$ cat config.mk
export PLATFORM = sky130hd
export DESIGN_NAME = edge_irq_ctrl
export DESIGN_NICKNAME = d
export VERILOG_FILES = /design/src/rtl/edge_irq_pkg.sv /design/src/rtl/edge_irq_ctrl_ctl.sv /design/src/rtl/edge_irq_ctrl_bank.sv /design/src/rtl/edge_irq_ctrl_dp.sv /design/src/rtl/edge_irq_ctrl.sv
export SDC_FILE = /design/constraint.sdc
export NUM_CORES = 1
export LEC_CHECK = 0
export ABC_AREA = 1
export BUFFER_PORTS_ARGS = -buffer_cell sky130_fd_sc_hd__buf_2
export CORE_MARGIN = 1.5
export CORE_UTILIZATION = 45
export DETAILED_ROUTE_END_ITERATION = 16
export SYNTH_ARGS = -nofsm -noshare
export SYNTH_HDL_FRONTEND = slang
export SYNTH_SLANG_ARGS = --single-unit
export TNS_END_PERCENT = 100
$ cat constraint.sdc
create_clock -name clk -period 1.94 [get_ports clk]
set_input_delay 0.388 -clock clk [delete_from_list [all_inputs] [get_ports clk]]
set_output_delay 0.388 -clock clk [all_outputs]
set_load 0.01 [all_outputs]
$ cat src/rtl/edge_irq_pkg.sv
package edge_irq_pkg;

  localparam int SEL_W = 3;

  typedef enum logic [SEL_W-1:0] {
    SEL_ENABLE = 3'd0,
    SEL_RISE   = 3'd1,
    SEL_FALL   = 3'd2,
    SEL_SOFT   = 3'd3,
    SEL_PEND   = 3'd4,
    SEL_LEVEL  = 3'd5,
    SEL_RSV6   = 3'd6,
    SEL_RSV7   = 3'd7
  } regSel_e;

  // Write strobes from control to one bank slice
  typedef struct packed {
    logic wrEnable;
    logic wrRise;
    logic wrFall;
    logic wrSoft;
    logic clrPend;
  } bankStb_t;

endpackage

$ cat src/rtl/edge_irq_ctrl_ctl.sv
module edge_irq_ctrl_ctl
  import edge_irq_pkg::*;
#(
  parameter int NUM_BANKS  = 2,
  parameter int BANK_IDX_W = 1,
  parameter int ADDR_W     = BANK_IDX_W + SEL_W
) (
  input  logic                                 regWrEn,
  input  logic [ADDR_W-1:0]                    regAddr,
  output bankStb_t [NUM_BANKS-1:0]             bankStb,
  output logic [BANK_IDX_W-1:0]                rdBank,
  output regSel_e                              rdSel,
  output logic                                 rdHit
);

  logic [BANK_IDX_W-1:0] bankIdx;
  regSel_e               selCode;
  logic                  bankOk;

  assign bankIdx = regAddr[ADDR_W-1:SEL_W];
  assign selCode = regSel_e'(regAddr[SEL_W-1:0]);
  assign bankOk  = (int'(bankIdx) < NUM_BANKS);

  assign rdBank = bankIdx;
  assign rdSel  = selCode;
  assign rdHit  = bankOk;

  for (genvar b = 0; b < NUM_BANKS; b++) begin : g_stb
    logic hit;
    assign hit = regWrEn && bankOk && (int'(bankIdx) == b);
    always_comb begin
      bankStb[b]          = '0;
      bankStb[b].wrEnable = hit && (selCode == SEL_ENABLE);
      bankStb[b].wrRise   = hit && (selCode == SEL_RISE);
      bankStb[b].wrFall   = hit && (selCode == SEL_FALL);
      bankStb[b].wrSoft   = hit && (selCode == SEL_SOFT);
      bankStb[b].clrPend  = hit && (selCode == SEL_PEND);
    end
  end

endmodule

$ cat src/rtl/edge_irq_ctrl_bank.sv
module edge_irq_ctrl_bank
  import edge_irq_pkg::*;
#(
  parameter int BANK_WIDTH = 32
) (
  input  logic                  clk,
  input  logic                  rstN,
  input  logic [BANK_WIDTH-1:0] lineIn,
  input  bankStb_t              stb,
  input  logic [BANK_WIDTH-1:0] wrData,
  output logic [BANK_WIDTH-1:0] enableQ,
  output logic [BANK_WIDTH-1:0] riseQ,
  output logic [BANK_WIDTH-1:0] fallQ,
  output logic [BANK_WIDTH-1:0] softQ,
  output logic [BANK_WIDTH-1:0] pendQ,
  output logic [BANK_WIDTH-1:0] levelQ,
  output logic [BANK_WIDTH-1:0] pulseQ
);

  logic [BANK_WIDTH-1:0] upEdge;
  logic [BANK_WIDTH-1:0] downEdge;
  logic [BANK_WIDTH-1:0] fire;
  logic [BANK_WIDTH-1:0] clrMask;

  // Edge detection against the stored level, not the previous input guess
  assign upEdge   = lineIn & ~levelQ;
  assign downEdge = ~lineIn & levelQ;
  assign fire     = enableQ & ((upEdge & riseQ) | (downEdge & fallQ));
  assign clrMask  = stb.clrPend ? wrData : '0;

  always_ff @(posedge clk) begin
    if (!rstN) begin
      enableQ <= '0;
      riseQ   <= '0;
      fallQ   <= '0;
      softQ   <= '0;
      pendQ   <= '0;
      levelQ  <= '0;
      pulseQ  <= '0;
    end else begin
      if (stb.wrEnable) enableQ <= wrData;
      if (stb.wrRise)   riseQ   <= wrData;
      if (stb.wrFall)   fallQ   <= wrData;
      if (stb.wrSoft)   softQ   <= wrData;
      // new edge wins over a simultaneous clear
      pendQ  <= (pendQ & ~clrMask) | fire;
      levelQ <= lineIn;
      pulseQ <= fire;
    end
  end

endmodule

$ cat src/rtl/edge_irq_ctrl_dp.sv
module edge_irq_ctrl_dp
  import edge_irq_pkg::*;
#(
  parameter int NUM_BANKS  = 2,
  parameter int BANK_WIDTH = 32,
  parameter int BANK_IDX_W = 1,
  localparam int NUM_LINES = NUM_BANKS * BANK_WIDTH
) (
  input  logic                        clk,
  input  logic                        rstN,
  input  logic [NUM_LINES-1:0]        lineIn,
  input  bankStb_t [NUM_BANKS-1:0]    bankStb,
  input  logic [BANK_WIDTH-1:0]       wrData,
  input  logic [BANK_IDX_W-1:0]       rdBank,
  input  regSel_e                     rdSel,
  input  logic                        rdHit,
  output logic [BANK_WIDTH-1:0]       rdData,
  output logic [NUM_LINES-1:0]        irqPulse
);

  logic [BANK_WIDTH-1:0] enableArr [NUM_BANKS];
  logic [BANK_WIDTH-1:0] riseArr   [NUM_BANKS];
  logic [BANK_WIDTH-1:0] fallArr   [NUM_BANKS];
  logic [BANK_WIDTH-1:0] softArr   [NUM_BANKS];
  logic [BANK_WIDTH-1:0] pendArr   [NUM_BANKS];
  logic [BANK_WIDTH-1:0] levelArr  [NUM_BANKS];

  for (genvar b = 0; b < NUM_BANKS; b++) begin : g_bank
    edge_irq_ctrl_bank #(.BANK_WIDTH(BANK_WIDTH)) bank_i (
      .clk     (clk),
      .rstN    (rstN),
      .lineIn  (lineIn[b*BANK_WIDTH +: BANK_WIDTH]),
      .stb     (bankStb[b]),
      .wrData  (wrData),
      .enableQ (enableArr[b]),
      .riseQ   (riseArr[b]),
      .fallQ   (fallArr[b]),
      .softQ   (softArr[b]),
      .pendQ   (pendArr[b]),
      .levelQ  (levelArr[b]),
      .pulseQ  (irqPulse[b*BANK_WIDTH +: BANK_WIDTH])
    );
  end

  always_comb begin
    rdData = '0;
    for (int b = 0; b < NUM_BANKS; b++) begin
      if (rdHit && (int'(rdBank) == b)) begin
        unique case (rdSel)
          SEL_ENABLE: rdData = enableArr[b];
          SEL_RISE:   rdData = riseArr[b];
          SEL_FALL:   rdData = fallArr[b];
          SEL_SOFT:   rdData = softArr[b];
          SEL_PEND:   rdData = pendArr[b];
          SEL_LEVEL:  rdData = levelArr[b];
          default:    rdData = '0;
        endcase
      end
    end
  end

endmodule

$ cat src/rtl/edge_irq_ctrl.sv
module edge_irq_ctrl
  import edge_irq_pkg::*;
#(
  parameter int NUM_BANKS  = 2,
  parameter int BANK_WIDTH = 32,
  localparam int NUM_LINES  = NUM_BANKS * BANK_WIDTH,
  localparam int BANK_IDX_W = (NUM_BANKS > 1) ? $clog2(NUM_BANKS) : 1,
  localparam int ADDR_W     = BANK_IDX_W + SEL_W
) (
  input  logic                  clk,
  input  logic                  rstN,
  input  logic [NUM_LINES-1:0]  lineIn,
  input  logic [ADDR_W-1:0]     regAddr,
  input  logic                  regWrEn,
  input  logic [BANK_WIDTH-1:0] regWrData,
  output logic [BANK_WIDTH-1:0] regRdData,
  output logic [NUM_LINES-1:0]  irqPulse
);

  bankStb_t [NUM_BANKS-1:0] bankStb;
  logic [BANK_IDX_W-1:0]    rdBank;
  regSel_e                  rdSel;
  logic                     rdHit;

  edge_irq_ctrl_ctl #(
    .NUM_BANKS  (NUM_BANKS),
    .BANK_IDX_W (BANK_IDX_W),
    .ADDR_W     (ADDR_W)
  ) ctl_i (
    .regWrEn (regWrEn),
    .regAddr (regAddr),
    .bankStb (bankStb),
    .rdBank  (rdBank),
    .rdSel   (rdSel),
    .rdHit   (rdHit)
  );

  edge_irq_ctrl_dp #(
    .NUM_BANKS  (NUM_BANKS),
    .BANK_WIDTH (BANK_WIDTH),
    .BANK_IDX_W (BANK_IDX_W)
  ) dp_i (
    .clk      (clk),
    .rstN     (rstN),
    .lineIn   (lineIn),
    .bankStb  (bankStb),
    .wrData   (regWrData),
    .rdBank   (rdBank),
    .rdSel    (rdSel),
    .rdHit    (rdHit),
    .rdData   (regRdData),
    .irqPulse (irqPulse)
  );

endmodule

# Word-level counts from Yosys, hierarchy flattened

Cells that the tools add are included.

Flip-flop bits (word level): 448
Input port bits: 103
Output and inout port bits: 96
Word-level logic and storage cells: 60

Eq/ne operators: 5
Mux-type cells: 5
Bitwise gates (word level): 23
Reduce and logical (&&, ||, !) cells: 13

Operators by type and width:

| kind                                                             | count |
|---|---|
| 32-bit AND                                                       | 12 |
| 32-bit case mux with 6 select lines                              | 2 |
| 32-bit inverter                                                  | 6 |
| 32-bit OR                                                        | 4 |
| 32-bit 2-to-1 mux                                                | 3 |
| 1-bit logical AND                                                | 12 |
| 3-bit by 2-bit == test with 1-bit output (second input constant) | 2 |
| 3-bit == test (second input constant)                            | 2 |
| 3-bit by 1-bit == test with 1-bit output (second input constant) | 1 |
| 3-bit zero test                                                  | 1 |
| 1-bit inverter                                                   | 1 |

# Depth between registers and ports, before layout

Gate-level depths: netlist (run 1).

Depth in word-level cells: 7
Mapped depth: 12
Mapped depth without buffers: 9

# By module

Synthesis (run 1) repeated with hierarchy kept, for this count alone.

Cell total of the unflattened synthesis: 3,272
Area, all modules: 21,140.3 um^2

By module, submodules not included:

| module             | instances | cells an instance | area an instance (um^2) | seq. area each (um^2) |
|---|---|---|---|---|
| edge_irq_ctrl_bank | 2         | 1,144             | 8,287.9                 | 4,484.3 |
| edge_irq_ctrl_dp   | 1         | 956               | 4,435.5                 | 0.0 |
| edge_irq_ctrl_ctl  | 1         | 28                | 128.9                   | 0.0 |

# Worst setup path before layout (run 1)

No wires, ideal clock.

Kind: input to output
Start: input port regAddr[0]
End: output port regRdData[23]
Arrival time: 1,514 ps
Data required time: 1,552 ps
Path slack: 38 ps
Stages on the path: 10
Path buffers: 3
Cells stage by stage: buf_2 -> nor2_2 -> buf_2 -> buf_2 -> nand3_1 -> o21ai_0 -> inv_1 -> nand2_1 -> nand2_1 -> nand2_1

Cells in the longest elaborated chain, start to end: 3
Elaborated cells on any way between the ends: 9
Those cells by class: eq/ne (5); mux (3); reduce/logical (1)

Ends and longest elaborated chain:

| element                                     | line                   | RTL |
|---|---|---|
| start: declaration                          | edge_irq_ctrl.sv:13    | `input logic [ADDR_W-1:0] regAddr,` |
| 3-bit == test, or another cell as far along | edge_irq_ctrl_dp.sv:49 | `unique case (rdSel)` |
| 32-bit case mux with 6 select lines         | edge_irq_ctrl_dp.sv:49 |  |
| 32-bit 2-to-1 mux (*)                       | edge_irq_ctrl_dp.sv:48 | `if (rdHit && (int'(rdBank) == b)) begin` |
| end: declaration                            | edge_irq_ctrl.sv:16    | `output logic [BANK_WIDTH-1:0] regRdData,` |

Mark *: on every way between the ends. The rest lies on a longest branch, timed or not.

# Final worst setup path (run 1)

Start: input port regAddr[0]
End: output port regRdData[8]

Same word-level chain as after synthesis.

==> impl_results.md, run 1 <==
* Syn avg cell area at 6.85 um2
* Initial core utilization at 45.7%
* Failing checks: negative setup slack
* Nets at 3275
* YS warnings at 0
* Clock sink count at 448
* Status: finished, violations left
* RSZ-0062 raised after global routing: true
* Clock transition at path regs at 0.06 ns
* DR iter-0 viols at 1996
* DR WL met2 at 36.3 mm
* Setup slack after layout at -0.114 ns
* Crit path max-delay family: buffers and inverters
* CTS Root Cell: clkbuf_16
* WS Path Type: in -> out
* Post-route cell area at 0.0260 mm2
* DR top layer: met4
* CP required at 1.55 ns
* FMAX at 487 MHz
* Pwr per Cell Area at 815 mW/mm2
* CTS Buffer Depth at 3
* Critical Path AT at 1.67 ns
* Post-Route WL at 75.9 mm
* Psw at 5340 uW
* Crit path capture type: output port
* Final setup fails at 32
* LEAKAGE at 0.0114 uW
* Crit path max-delay cell type: buf_16
* Max-capacitance violation count at 0
* Cell Area, Synth at 0.0203 mm2
* Ports at 199
* Antenna Nets Post-Route at 0
* Int Pwr at 15800 uW
* CP max FO at 7
* Post-DP Area at 0.0229 mm2
* Die ar. at 0.0464 mm2
* Area grow syn2layout at 27.8%
* Reg power frac at 44.9%
* Core Region at 0.0444 mm2
* CP cell instances: buf_12 -> nor2_4 -> buf_12 -> buf_16 -> buf_12 -> nand3_2 -> o21ai_1 -> inv_1 -> nand2_1 -> nand2_1 -> nand2_1 -> buf_2
* Worst Path Buf+Inv at 6
* Total CTS buffers at 49
* Initial antenna violation count at 1
* Clk_lat worst skew at 0.60 ns
* Remaining global-route overflow at 0
* Vias in the first global route at 20.5k
* First-pass GRT wire length at 117 mm
* Post-Syn Nets at 3068
* GRT Overall Usage at 31.9%
* I/O Buffers at 198
* Final hold violations at 0
* CP startpoint kind: input pin
* H-tree Lvls at 2
* Vias per cell at 5.61
* Final worst path period need at 2.05 ns
* Layout Skew at 0.0244 ns
* Clk pwr share at 44.8%
* DRT Pass-1 Iters at 6
* Worst relative slew slack at 68.7%
* Layout cells sized above 1 at 17.5%
* Largest net degree at the start of global routing at 61
* Cell variety after synth at 19
* Pre-CTS setup slack at -0.198 ns
* DR WL/cell at 20.0 um
* CP peak stage delay at 0.17 ns
* Fin crit share at 106%
* Drt drc at 0
* Die height at 215 um
* Worst-Margin Slew at 0.469 ns
* CTS tree: done
* Slew Viols, Final at 0
* Gate count of the mapped netlist at 2965
* Worst VDD drop at 0.900 mV
* Sw frac at 25.2%
* Synthesized flop and latch total at 448
* Row Count at 77
* Die width at 215 um
* M1 WL at 31.3 mm
* Total number of vias at 21.3k
* Filler Cells Inserted at 4162
* Sequential-to-total area share from yosys stat at 44.1%
* Hold crit path type: in -> reg
* Met3 WL at 5.58 mm
* Gate power share at 10.3%
* DPL Wire Length at 48.0 mm
* Gp weighted congestion at 0.907
[cell usage in the layout, fill, tap and decap left out, drive strengths merged]
master,n
clkbuf,75
o21a,1
nor2,391
o21ai,257
buf,365
nand2,620
nand4,160
a21oi,160
nand3,320
clkinvlp,1
nor3,1
clkinv,10
a21boi,63
dlygate4sd3,30
bufinv,3
o21bai,32
diode,1
dfxtp,448
nand3b,32
inv,236
bufbuf,2
[power by group through the flow]
stage               clock, uW  sequential (uW)  combinational (uW)
floorplan                   0             9660                 992
CTS                      9600             9500                2090
global placement            0             9690                1820
global route             9970             9520                2310
detailed placement          0             9700                1850
finish                   9480             9500                2170
[logic make-up after synthesis]
kind of cell	synth area share, %
AO/OA/AOI/OAI	13.8
buffers and inverters	9.28
flip-flops	44.1
AND/OR/NAND/NOR	32.8
[registers in the layout (all words and copies together) (netlist names)]
name and cells:
dp_i.g_bank.bank_i.enableQ 64, dp_i.g_bank.bank_i.fallQ 64, dp_i.g_bank.bank_i.levelQ 64, dp_i.g_bank.bank_i.pendQ 64
dp_i.g_bank.bank_i.pulseQ 64, dp_i.g_bank.bank_i.riseQ 64, dp_i.g_bank.bank_i.softQ 64
[layer usage]
metal	track usage, %	vias to the layer above
li1	-	10100
met5	0	-
met2	54.5	948
met4	13.5	0
met3	4.41	172
met1	40.4	10100
[path summary, 6_finish.rpt]
kind,from,end,slack [ns],cells after the start
worst max register to register,dp_i.g_bank[1].bank_i.riseQ[20],dp_i.g_bank[1].bank_i.pulseQ[20],0.92,4
worst min-delay path,lineIn[3],dp_i.g_bank[0].bank_i.levelQ[3],0.02,3
worst max-delay path,regAddr[0],regRdData[8],-0.11,12
worst min register to register,dp_i.g_bank[0].bank_i.riseQ[11],dp_i.g_bank[0].bank_i.riseQ[11],0.48,2
[layout make-up]
| type | count | area [um2] | area share [%] |
|---|---|---|---|
| Timing Repair Buffer | 401 | 3900 | 15.0 |
| Tap cell | 592 | 741 | 2.85 |
| Clock inverter | 15 | 160 | 0.617 |
| Inverter | 235 | 893 | 3.44 |
| Clock buffer | 71 | 1470 | 5.66 |
| Sequential cell | 448 | 8970 | 34.5 |
| Multi-Input combinational cell | 2037 | 9840 | 37.9 |
| Antenna cell | 1 | 2.50 | 0.00964 |
[timing repair]
item,4_1_cts,5_1_grt
setup endpoints to repair,32,32
cloned,12,4
buffers inserted,17,5
gates resized for setup,98,82
hold endpoints to repair,30,0
pin swaps,41,50
hold buffers,30,0
[cells in the mapped netlist]
cell	count	share of area, %
nand2_1	620	11
a21oi_1	160	3.9
nor3_4	1	0.080
o21bai_1	32	1.2
clkbuf_1	151	2.8
nand3b_1	32	1.2
o21a_1	1	0.037
nor2_1	390	7.2
a21boi_0	63	2.3
buf_2	67	1.7
inv_2	2	0.037
o21ai_1	1	0.025
o21ai_0	256	6.3
nor2_2	1	0.031
nand3_1	320	7.9
nand4_1	160	4.9
inv_1	233	4.3
dfxtp_1	448	44
buf_1	27	0.50
[tightest hold or removal path, delay by kind of cell]
family	cells	cell delay [ns]
buffers and inverters	2	0.14
and+or+nand+nor	1	0.05
[through the flow]
stage	hold slack, ns	util [%]	std cells	power [uW]	TNS [ns]
final	0.0172	58.5	3800	21200	-2.15
after global routing	0.0360	58.5	3800	21800	-4.19
after CTS	0.000664	57.7	3793	21200	-1.87
after detailed placement	0.462	51.5	3648	11500	-16.19
after global placement	0.461	51.5	3648	11500	-10.11
after floorplan	0.445	-	2965	10700	0
(Power assumes the default switching activity.)
==> inputs of run 2 (changes only) <==
Settings changed: CORE_UTILIZATION 45 to 59, GPL_ROUTABILITY_DRIVEN set to 1, PLACE_DENSITY set to 0.8.
==> impl_results.md, run 2 (synthesized netlist as in run 1, its figures left out) <==
* Hold WS at 0.00438 ns (was 0.0172 ns)
* H-tree Lvls at 2 (unchanged)
* CTS tree: done (unchanged)
* Post-Route WL at 74.4 mm (was 75.9 mm)
* Gp weighted congestion at 0.900 (was 0.907)
* Die height at 189 um (was 215 um)
* Failing checks: negative setup slack (unchanged)
* Vias in the first global route at 21.6k (was 20.5k)
* Initial core utilization at 60.3% (was 45.7%)
* Worst relative slew slack at 64.4% (was 68.7%)
* CTS Root Cell: clkbuf_16 (unchanged)
* Footprint of the multi-input gates at 0.00984 mm2 (about the same)
* GRT Overall Usage at 40.1% (was 31.9%)
* CP max FO at 7 (unchanged)
* Die width at 189 um (was 215 um)
* RSZ-0062 raised after global routing: true (unchanged)
* CTS Buffer Depth at 3 (unchanged)
* Max-capacitance violation count at 0 (unchanged)
* Finished Core Util at 74.6% (was 58.5%)
* DR WL/cell at 20.6 um (was 20.0 um)
* First-pass GRT wire length at 113 mm (was 117 mm)
* Final hold violations at 0 (unchanged)
* Layout cells sized above 1 at 17.2% (was 17.5%)
* Final setup fails at 32 (unchanged)
* Layout Skew at 0.0296 ns (was 0.0244 ns)
* Post-DP Area at 0.0225 mm2 (was 0.0229 mm2)
* Ports at 199 (unchanged)
* FMAX at 472 MHz (was 487 MHz)
* Area grow syn2layout at 23.7% (was 27.8%)
* Fin crit share at 109% (was 106%)
* Initial antenna violation count at 1 (unchanged)
* R2R cell count at 4 (unchanged)
* Total CTS buffers at 47 (was 49)
* Row Count at 67 (was 77)
* CP required at 1.55 ns (about the same)
* Clk_lat worst skew at 0.59 ns (was 0.60 ns)
* Vias per cell at 6.26 (was 5.61)
* Worst-Margin Slew at 0.535 ns (was 0.469 ns)
* WS Path Type: in -> out (unchanged)
* Antenna Nets Post-Route at 0 (unchanged)
* Drt drc at 0 (unchanged)
* Filler Cells Inserted at 2482 (was 4162)
* Antenna diode count at 0 (was 1)
* Hold crit path type: in -> reg (unchanged)
* Worst hold stages at 3 (unchanged)
* Remaining global-route overflow at 0 (unchanged)
* Clock sink count at 448 (unchanged)
* Setup TNS at -3.05 ns (was -2.15 ns)
* Register Area at 0.00897 mm2 (about the same)
* DPL Wire Length at 44.4 mm (was 48.0 mm)
* Total number of vias at 22.6k (was 21.3k)
* Crit path capture type: output port (unchanged)
* CP startpoint kind: input pin (unchanged)
* Clock transition at path regs at 0.06 ns (about the same)
* Final worst path period need at 2.12 ns (was 2.05 ns)
* Worst VDD drop at 0.890 mV (was 0.900 mV)
* Core Region at 0.0337 mm2 (was 0.0444 mm2)
* Status: finished, violations left (unchanged)
* Die ar. at 0.0356 mm2 (was 0.0464 mm2)
* Largest net degree at the start of global routing at 67 (was 61)
* Total power after layout at 20500 uW (was 21200 uW)
* LEAKAGE at 0.0112 uW (was 0.0114 uW)
* Slew Viols, Final at 0 (unchanged)
* I/O Buffers at 198 (unchanged)
* Commonest non-fill, non-tap cell in the layout: nand2_1 (unchanged)
* Pwr per Cell Area at 818 mW/mm2 (was 815 mW/mm2)
* Nets at 3237 (was 3275)
* Setup slack after layout at -0.177 ns (was -0.114 ns)
* Critical Path AT at 1.73 ns (was 1.67 ns)
* DR iter-0 viols at 3108 (was 1996)
* Most frequent cells in the layout: nand2_1, dfxtp_1, nor2_1 (unchanged)
* Post-route cell area at 0.0251 mm2 (was 0.0260 mm2)
* DRT Pass-1 Iters at 7 (was 6)
run 2: cell types whose count changed in the layout (fill, tap and decap cells not counted), sizes merged:
| cell | change |
|---|---|
| clkbuf | -6 |
| dlygate4sd3 | -27 |
| buf | -8 |
| diode | -1 |
| bufinv | -1 |
| clkinv | +4 |
run 2: repair_timing:
action	in CTS	in global routing
cloned	11	3
buffers inserted	24	7
pin swaps	41	56
hold buffers	3	0
endpoints found under the setup margin	32	32
resized for setup	82	76
endpoints found under the hold margin	3	0
run 2: path summary, 6_finish.rpt:
| check | from | endpoint | slack (ns) |
|---|---|---|---|
| setup / recovery | regAddr[0] | regRdData[24] | -0.18 |
| hold / removal | lineIn[40] | dp_i.g_bank[1].bank_i.levelQ[8] | 0.004 |
| setup reg to reg | dp_i.g_bank[1].bank_i.riseQ[17] | dp_i.g_bank[1].bank_i.pulseQ[17] | 0.94 |
| hold reg to reg | dp_i.g_bank[1].bank_i.riseQ[28] | dp_i.g_bank[1].bank_i.riseQ[28] | 0.47 |
run 2: metrics by stage:
step | setup WS (ns) | std cells
final | -0.177 | 3617
after detailed placement | -0.173 | 3489
after CTS | -0.121 | 3611
after global routing | -0.222 | 3617
after global placement | -0.140 | 3489
after floorplan | 0.0376 | 2965
run 2: power breakdown:
group          switching (uW)  leakage [uW]  internal, uW
Sequential                127       0.00363          9380
Clock                    3840      0.000751          5100
Combinational            1360       0.00681           743
Total                    5330        0.0112         15200
run 2: final cells by class:
class                      count  area share, %
inverter                     235           3.56
clock buffer                  66           5.36
timing repair buffer         365           13.4
clock inverter                18          0.612
tap                          448           2.23
sequential                   448           35.7
multi-input combinational   2037           39.2
run 2: per-layer routing:
metal / track usage (%) / part of all wire, % / vias up
met5: 0 / 0.017 / -
met4: 28.0 / 7.3 / 2
met3: 7.99 / 13 / 433
met2: 64.4 / 45 / 1782
met1: 48.4 / 35 / 10400
li1: - / - / 10100
run 2: critical path, cell delays in order:
cell and delay [ns]:
buf_12 0.11, nor2_4 0.16, buf_12 0.16, buf_16 0.17
buf_12 0.15, nand3_2 0.07, o21ai_2 0.07, inv_1 0.08
nand2_2 0.08, nand2_2 0.06, nand2_1 0.08, buf_2 0.12
